<file path="config.mk">
export PLATFORM = sky130hd
export DESIGN_NAME = sdram_cmd_enc
export DESIGN_NICKNAME = d
export VERILOG_FILES = /design/src/rtl/sdram_cmd_pkg.sv /design/src/rtl/sdram_addr_mux.sv /design/src/rtl/sdram_dqm_align.sv /design/src/rtl/sdram_cmd_enc.sv
export SDC_FILE = /design/constraint.sdc
export NUM_CORES = 1
export LEC_CHECK = 0
export BUFFER_PORTS_ARGS = -buffer_cell sky130_fd_sc_hd__clkbuf_2
export CAP_MARGIN = 20
export CORE_UTILIZATION = 42
export DETAILED_ROUTE_END_ITERATION = 12
export PLACE_DENSITY_LB_ADDON = 0.08
export SYNTH_ARGS = -nofsm -noshare
export SYNTH_HDL_FRONTEND = slang
export SYNTH_HIERARCHICAL = 1
export SYNTH_SLANG_ARGS = --single-unit
</file>
<file path="constraint.sdc">
create_clock -name clk -period 1.75 [get_ports clk]
set_input_delay 0.175 -clock clk [delete_from_list [all_inputs] [get_ports clk]]
set_output_delay 0.175 -clock clk [all_outputs]
set_load 0.05 [all_outputs]
</file>
<file path="src/rtl/sdram_cmd_pkg.sv">
package sdram_cmd_pkg;

    localparam int SD_ADDR_W = 12;
    localparam int SD_BA_W   = 2;
    localparam int COL_IN_W  = 10;
    localparam int AP_BIT    = 10;
    localparam int OP_W      = 4;

    typedef enum logic [OP_W-1:0] {
        OP_ACT  = 4'd0,
        OP_RD   = 4'd1,
        OP_WR   = 4'd2,
        OP_BST  = 4'd3,
        OP_PRE  = 4'd4,
        OP_REF  = 4'd5,
        OP_SELF = 4'd6,
        OP_MRS  = 4'd7,
        OP_SRX  = 4'd8
    } req_op_e;

    // Strobe group, all active low: chip select, row, column, write.
    typedef struct packed {
        logic cs_n;
        logic ras_n;
        logic cas_n;
        logic we_n;
    } cmd_pins_t;

    localparam cmd_pins_t CMD_INH = 4'b1111;
    localparam cmd_pins_t CMD_NOP = 4'b0111;
    localparam cmd_pins_t CMD_ACT = 4'b0011;
    localparam cmd_pins_t CMD_RD  = 4'b0101;
    localparam cmd_pins_t CMD_WR  = 4'b0100;
    localparam cmd_pins_t CMD_BST = 4'b0110;
    localparam cmd_pins_t CMD_PRE = 4'b0010;
    localparam cmd_pins_t CMD_REF = 4'b0001;
    localparam cmd_pins_t CMD_MRS = 4'b0000;

    typedef struct packed {
        cmd_pins_t              cmd;
        logic                   cke;
        logic [SD_BA_W-1:0]     ba;
        logic [SD_ADDR_W-1:0]   addr;
    } pin_bus_t;

    localparam pin_bus_t PINS_RESET = '{cmd: CMD_INH, cke: 1'b1, ba: '0, addr: '0};
    localparam pin_bus_t PINS_NOP   = '{cmd: CMD_NOP, cke: 1'b1, ba: '0, addr: '0};
    localparam pin_bus_t PINS_SLEEP = '{cmd: CMD_INH, cke: 1'b0, ba: '0, addr: '0};

    function automatic int col_bits(input int data_w);
        if (data_w <= 4)      return 10;
        else if (data_w <= 8) return 9;
        else                  return 8;
    endfunction

    function automatic int mask_bits(input int data_w);
        return (data_w < 8) ? 1 : data_w / 8;
    endfunction

endpackage

</file>
<file path="src/rtl/sdram_addr_mux.sv">
module sdram_addr_mux
    import sdram_cmd_pkg::*;
#(
    parameter int COL_W = 8
) (
    input  logic                  valid,
    input  req_op_e               op,
    input  logic [SD_BA_W-1:0]    bank,
    input  logic [SD_ADDR_W-1:0]  row,
    input  logic [COL_IN_W-1:0]   col,
    input  logic                  autopre,
    input  logic                  allbanks,
    input  logic [SD_ADDR_W-1:0]  opcode,
    output pin_bus_t              pins
);

    logic [SD_ADDR_W-1:0] col_field;

    always_comb begin
        col_field             = '0;
        col_field[COL_W-1:0]  = col[COL_W-1:0];
    end

    always_comb begin
        pins = PINS_NOP;
        if (valid) begin
            case (op)
                OP_ACT: begin
                    pins.cmd  = CMD_ACT;
                    pins.ba   = bank;
                    pins.addr = row;
                end
                OP_RD, OP_WR: begin
                    pins.cmd          = (op == OP_RD) ? CMD_RD : CMD_WR;
                    pins.ba           = bank;
                    pins.addr         = col_field;
                    pins.addr[AP_BIT] = autopre;
                end
                OP_BST: pins.cmd = CMD_BST;
                OP_PRE: begin
                    pins.cmd          = CMD_PRE;
                    pins.addr[AP_BIT] = allbanks;
                    pins.ba           = allbanks ? '0 : bank;
                end
                OP_REF: pins.cmd = CMD_REF;
                OP_SELF: begin
                    pins.cmd = CMD_REF;
                    pins.cke = 1'b0;
                end
                OP_MRS: begin
                    pins.cmd  = CMD_MRS;
                    pins.addr = opcode;
                end
                default: pins = PINS_NOP;
            endcase
        end
    end

endmodule

</file>
<file path="src/rtl/sdram_dqm_align.sv">
module sdram_dqm_align #(
    parameter int DQM_W  = 2,
    parameter int RD_LAT = 2
) (
    input  logic             clk,
    input  logic             rst,
    input  logic             dm_valid,
    input  logic             dm_is_read,
    input  logic [DQM_W-1:0] dm_mask,
    output logic [DQM_W-1:0] dqm
);

    logic [DQM_W-1:0] rd_now;
    logic [DQM_W-1:0] wr_in;
    logic [DQM_W-1:0] wr_due;

    assign rd_now = (dm_valid &&  dm_is_read) ? dm_mask : '0;
    assign wr_in  = (dm_valid && !dm_is_read) ? dm_mask : '0;

    // Write masks wait out the read lead so they meet their own beat.
    generate
        if (RD_LAT == 0) begin : g_no_delay
            assign wr_due = wr_in;
        end else begin : g_delay
            logic [DQM_W-1:0] stage [RD_LAT];
            for (genvar i = 0; i < RD_LAT; i++) begin : g_stage
                always_ff @(posedge clk) begin
                    if (rst)         stage[i] <= '0;
                    else if (i == 0) stage[i] <= wr_in;
                    else             stage[i] <= stage[(i == 0) ? 0 : i-1];
                end
            end
            assign wr_due = stage[RD_LAT-1];
        end
    endgenerate

    always_ff @(posedge clk) begin
        if (rst) dqm <= '0;
        else     dqm <= rd_now | wr_due;
    end

endmodule

</file>
<file path="src/rtl/sdram_cmd_enc.sv">
module sdram_cmd_enc
    import sdram_cmd_pkg::*;
#(
    parameter int DATA_W     = 16,
    parameter int DQM_RD_LAT = 2,
    localparam int DQM_W     = mask_bits(DATA_W),
    localparam int COL_W     = col_bits(DATA_W)
) (
    input  logic                  clk,
    input  logic                  rst,
    input  logic                  req_valid,
    output logic                  req_ready,
    input  logic [OP_W-1:0]       req_op,
    input  logic [SD_BA_W-1:0]    req_bank,
    input  logic [SD_ADDR_W-1:0]  req_row,
    input  logic [COL_IN_W-1:0]   req_col,
    input  logic                  req_autopre,
    input  logic                  req_allbanks,
    input  logic [SD_ADDR_W-1:0]  req_opcode,
    input  logic                  dm_valid,
    input  logic                  dm_is_read,
    input  logic [DQM_W-1:0]      dm_mask,
    output logic                  sd_cs_n,
    output logic                  sd_ras_n,
    output logic                  sd_cas_n,
    output logic                  sd_we_n,
    output logic                  sd_cke,
    output logic [SD_BA_W-1:0]    sd_ba,
    output logic [SD_ADDR_W-1:0]  sd_addr,
    output logic [DQM_W-1:0]      sd_dqm
);

    req_op_e  op;
    logic     in_sleep;
    logic     take;
    pin_bus_t mux_pins;
    pin_bus_t next_pins;
    pin_bus_t pins_q;

    assign op        = req_op_e'(req_op);
    assign req_ready = !rst && (!in_sleep || op == OP_SRX);
    assign take      = req_valid && req_ready;

    sdram_addr_mux #(.COL_W(COL_W)) i_addr_mux (
        .valid    (take),
        .op       (op),
        .bank     (req_bank),
        .row      (req_row),
        .col      (req_col),
        .autopre  (req_autopre),
        .allbanks (req_allbanks),
        .opcode   (req_opcode),
        .pins     (mux_pins)
    );

    always_comb begin
        if (in_sleep && !take) next_pins = PINS_SLEEP;
        else                   next_pins = mux_pins;
    end

    always_ff @(posedge clk) begin
        if (rst) begin
            pins_q   <= PINS_RESET;
            in_sleep <= 1'b0;
        end else begin
            pins_q <= next_pins;
            if (take && op == OP_SELF)     in_sleep <= 1'b1;
            else if (take && op == OP_SRX) in_sleep <= 1'b0;
        end
    end

    sdram_dqm_align #(.DQM_W(DQM_W), .RD_LAT(DQM_RD_LAT)) i_dqm_align (
        .clk        (clk),
        .rst        (rst),
        .dm_valid   (dm_valid),
        .dm_is_read (dm_is_read),
        .dm_mask    (dm_mask),
        .dqm        (sd_dqm)
    );

    assign sd_cs_n  = pins_q.cmd.cs_n;
    assign sd_ras_n = pins_q.cmd.ras_n;
    assign sd_cas_n = pins_q.cmd.cas_n;
    assign sd_we_n  = pins_q.cmd.we_n;
    assign sd_cke   = pins_q.cke;
    assign sd_ba    = pins_q.ba;
    assign sd_addr  = pins_q.addr;

endmodule

</file>
==> reports/qor.yml <==
via_count: 1332
post_drt_via_cell_ratio: 5.008
dpl.hpwl_microns: 2555
worstPathRequired_ns: 1.97
drtIter0Drc: 38
area_growth_pct: 30.65
finalPower_mw: 1.282
rows: 21
min_path_type: "input pin to flip-flop"
place_ws_ns: -0.2788
cts_tree: "built"
cp_slowest_stage_delay_ns: 0.54
rr_endpoint: "sd_ras_n"
rr_worst_depth: 6
grt.overflow.total: 0
post-route-period-util: 0.9296
netlist.top_cell.by_area: "dfxtp_1"
synthTopCellsByArea: "dfxtp_1 34%, nor3b_2 7.5%, a32oi_1 4.6%, nor2b_1 4.6%, buf_6 4.5%"
syn_nets: 200
period_needed_ns: 1.627
clock_path_buffers: 2
routedWlPerCell_microns: 12.70
avgSynthCellArea_sq_um: 10.00
maxCapViolCount: 0
p_leak_nw: 0.8611
core_sq_mm: 0.003390
cp-end-kind: "flip-flop"
ios: 71
antenna_found_initial: 0
ant_nets: 0
synthCells: 151
finalWorstSetupSlack_ns: 0.1232
whs_endpoint: "i_dqm_align/dqm[0]"
grt_pass1_wl_microns: 5050
path_cells: "clkbuf_2, or4b_4, a21oi_4, and2_1, nor2b_2, buf_4, o21ai_0, or3_1"
grtUsageTotal: 0.1812
drive_above_1_share: 0.5409
dp_cells: 262
htreeDepth: 1
finalMaxSlewViolations: 0
setup_viol: 0
clock.fmax_mhz: 614.7
insertedDiodeCount: 0
rsz0062_at_grt: "false"
finalWirelength_microns: 3378
die_area_sq_mm: 0.003840
gp_congestion: 0.7432
cts_buffers: 3
stdcell_count: 266
synth_cell_types: 45
io_buffers: 68
worstSkewPairLatency_ns: 0.32
cp.arrival_ns: 1.85
drc_errors: 0
cp_slowest_cell: "or4b_4"
r2r_start: "in_sleep"
fin_util: 0.5821
yosysSeqAreaShare: 0.3447
netlist_area_sq_mm: 0.001510
synth-seq-cells: 26
die_x_microns: 61.97
grt_pass1_vias: 1221
path_class: "input pin to flip-flop"
holdCritStartpoint: "dm_mask[0]"
crit_path_start_kind: "input pin"
grt_max_degree: 38
hold-path-cell-count: 3
clk_pin_slew_ns: 0.14
p_per_area_mw_per_mm2: 649.9
crit_start: "req_op[1]"
status: "finished clean"
ir_worst_vdd_mv: 0.4755
start_util: 0.4456
synth_top_area_frac: 0.3447
cp_max_fo: 6
cts-root-buf: "clkbuf_4"
fin_worst_skew_ns: 0.002261
cts.sinks: 26
yosysWarningCount: 6
fin_nets: 270
rrSetupSlack_ns: 0.21
drt_pass1_iterations: 4
die_h_microns: 61.97
cts_hold_buf: 0
final_hold_viol_count: 0
==> cell usage after synthesis <==
master and n:
or4b_1 1, dfxtp_1 26, and2b_1 1, a31oi_1 2, and3_1 2, clkbuf_2 2, buf_12 1, conb_1 1
nor4_4 1, a21oi_1 10, nor4bb_1 1, nor3b_1 5, o21ai_0 3, xor2_1 1, nand2b_1 2, nor2_2 1
buf_6 6, a22oi_1 3, nand3_4 1, nand3b_1 3, a211oi_2 1, buf_4 2, mux2_1 2, and2_1 2
and4bb_2 3, mux2_4 1, inv_1 1, o21bai_1 1, o31a_1 1, nor3b_2 9, buf_2 3, a21bo_2 1
nor2_1 5, a32oi_1 8, nor2b_1 11, or3_1 4, and4_2 1, o21a_1 1, and4b_2 1, o22ai_1 1
and2b_2 2, nand2_1 9, nand3_1 1, a21boi_1 1, mux2_2 6
==> cells in the final DEF, fill, tap and decap left out, types with 3 or more instances in the layout <==
master	Yosys	layout
o21ai_0	3	3
or3_1	4	4
buf_4	2	11
nor2b_1	11	10
a21oi_1	10	9
a32oi_1	8	8
dfxtp_1	26	26
clkbuf_4	0	3
nand3b_1	3	3
clkbuf_2	2	67
nor2_1	5	5
a22oi_1	3	3
mux2_2	6	6
and4bb_2	3	3
nor3b_2	9	14
nand2_1	9	9
==> repair_timing <==
action	4_1_cts	5_1_grt
buffers inserted	0	0
endpoints found under the setup margin	0	4
resized for setup	0	1
==> cells by family after synthesis <==
| logic type | Yosys count | synth area share |
|---|---|---|
| other | 1 | 0.002483 |
| XOR/XNOR | 1 | 0.005801 |
| multiplexers | 9 | 0.06959 |
| buffers and inverters | 15 | 0.08698 |
| AND/OR/NAND/NOR | 66 | 0.3380 |
| flip-flops | 26 | 0.3447 |
| AO/OA/AOI/OAI | 33 | 0.1525 |
==> cell type report <==
class                   instances  area, sq um
inverters                       1        3.754
well taps                      46        57.56
fillers                       323         1416
clock buffers                   3        22.52
clock inverters                 1        30.03
flip-flops and latches         26        520.5
repair buffers                 79        437.9
multi-input cells             110        900.9
==> stage by stage <==
stage	setup TNS, ns	hold slack, ns	instance area, sq um
6_report	0	0.1058	1973
3_5_place_dp	-3.307	0.4349	1918
4_1_cts	0	0.09473	1971
5_1_grt	0	0.1035	1973
2_1_floorplan	-2.877	0.2474	1553
3_3_place_gp	-1.971	0.4323	1918
==> metal layers <==
| layer | track usage | vias up | part of all wire |
|---|---|---|---|
| met4 | 0.05714 | 0 | 0.0083 |
| met2 | 0.3541 | 41 | 0.53 |
| met5 | 0 | - | 0 |
| li1 | - | 686 | - |
| met3 | 0.02692 | 2 | 0.043 |
| met1 | 0.1972 | 603 | 0.42 |
==> worst max-delay path: cells and delay by family <==
| family | cells | cell delay (ns) |
|---|---|---|
| simple gates | 4 | 1.20 |
| buf+inv | 2 | 0.25 |
| compound gates | 2 | 0.22 |
==> where the power goes <==
part / leakage, nW / switching [mW] / total [mW] / internal (mW)
registers: 0.211 / 0.00395 / 0.606 / 0.603
clock network: 0.0279 / 0.180 / 0.411 / 0.231
logic: 0.623 / 0.144 / 0.265 / 0.121
==> registers in the layout, indices dropped and copies added, names as in the netlist <==
| register | flops |
|---|---|
| i_dqm_align/g_delay.stage | 4 |
| sd_ba | 2 |
| in_sleep | 1 |
| i_dqm_align/dqm | 2 |
| sd_cke | 1 |
| sd_cs_n | 1 |
| sd_we_n | 1 |
| sd_ras_n | 1 |
| sd_cas_n | 1 |
| sd_addr | 12 |
==> how the worst max path moves through the flow <==
stage,cells after the start,endpoint
2_1_floorplan,7,sd_cas_n
3_3_place_gp,8,sd_cas_n
3_5_place_dp,8,sd_ras_n
4_1_cts,8,sd_ras_n
5_1_grt,9,sd_addr[0]
6_report,8,sd_ras_n
(Power assumes the default switching activity.)
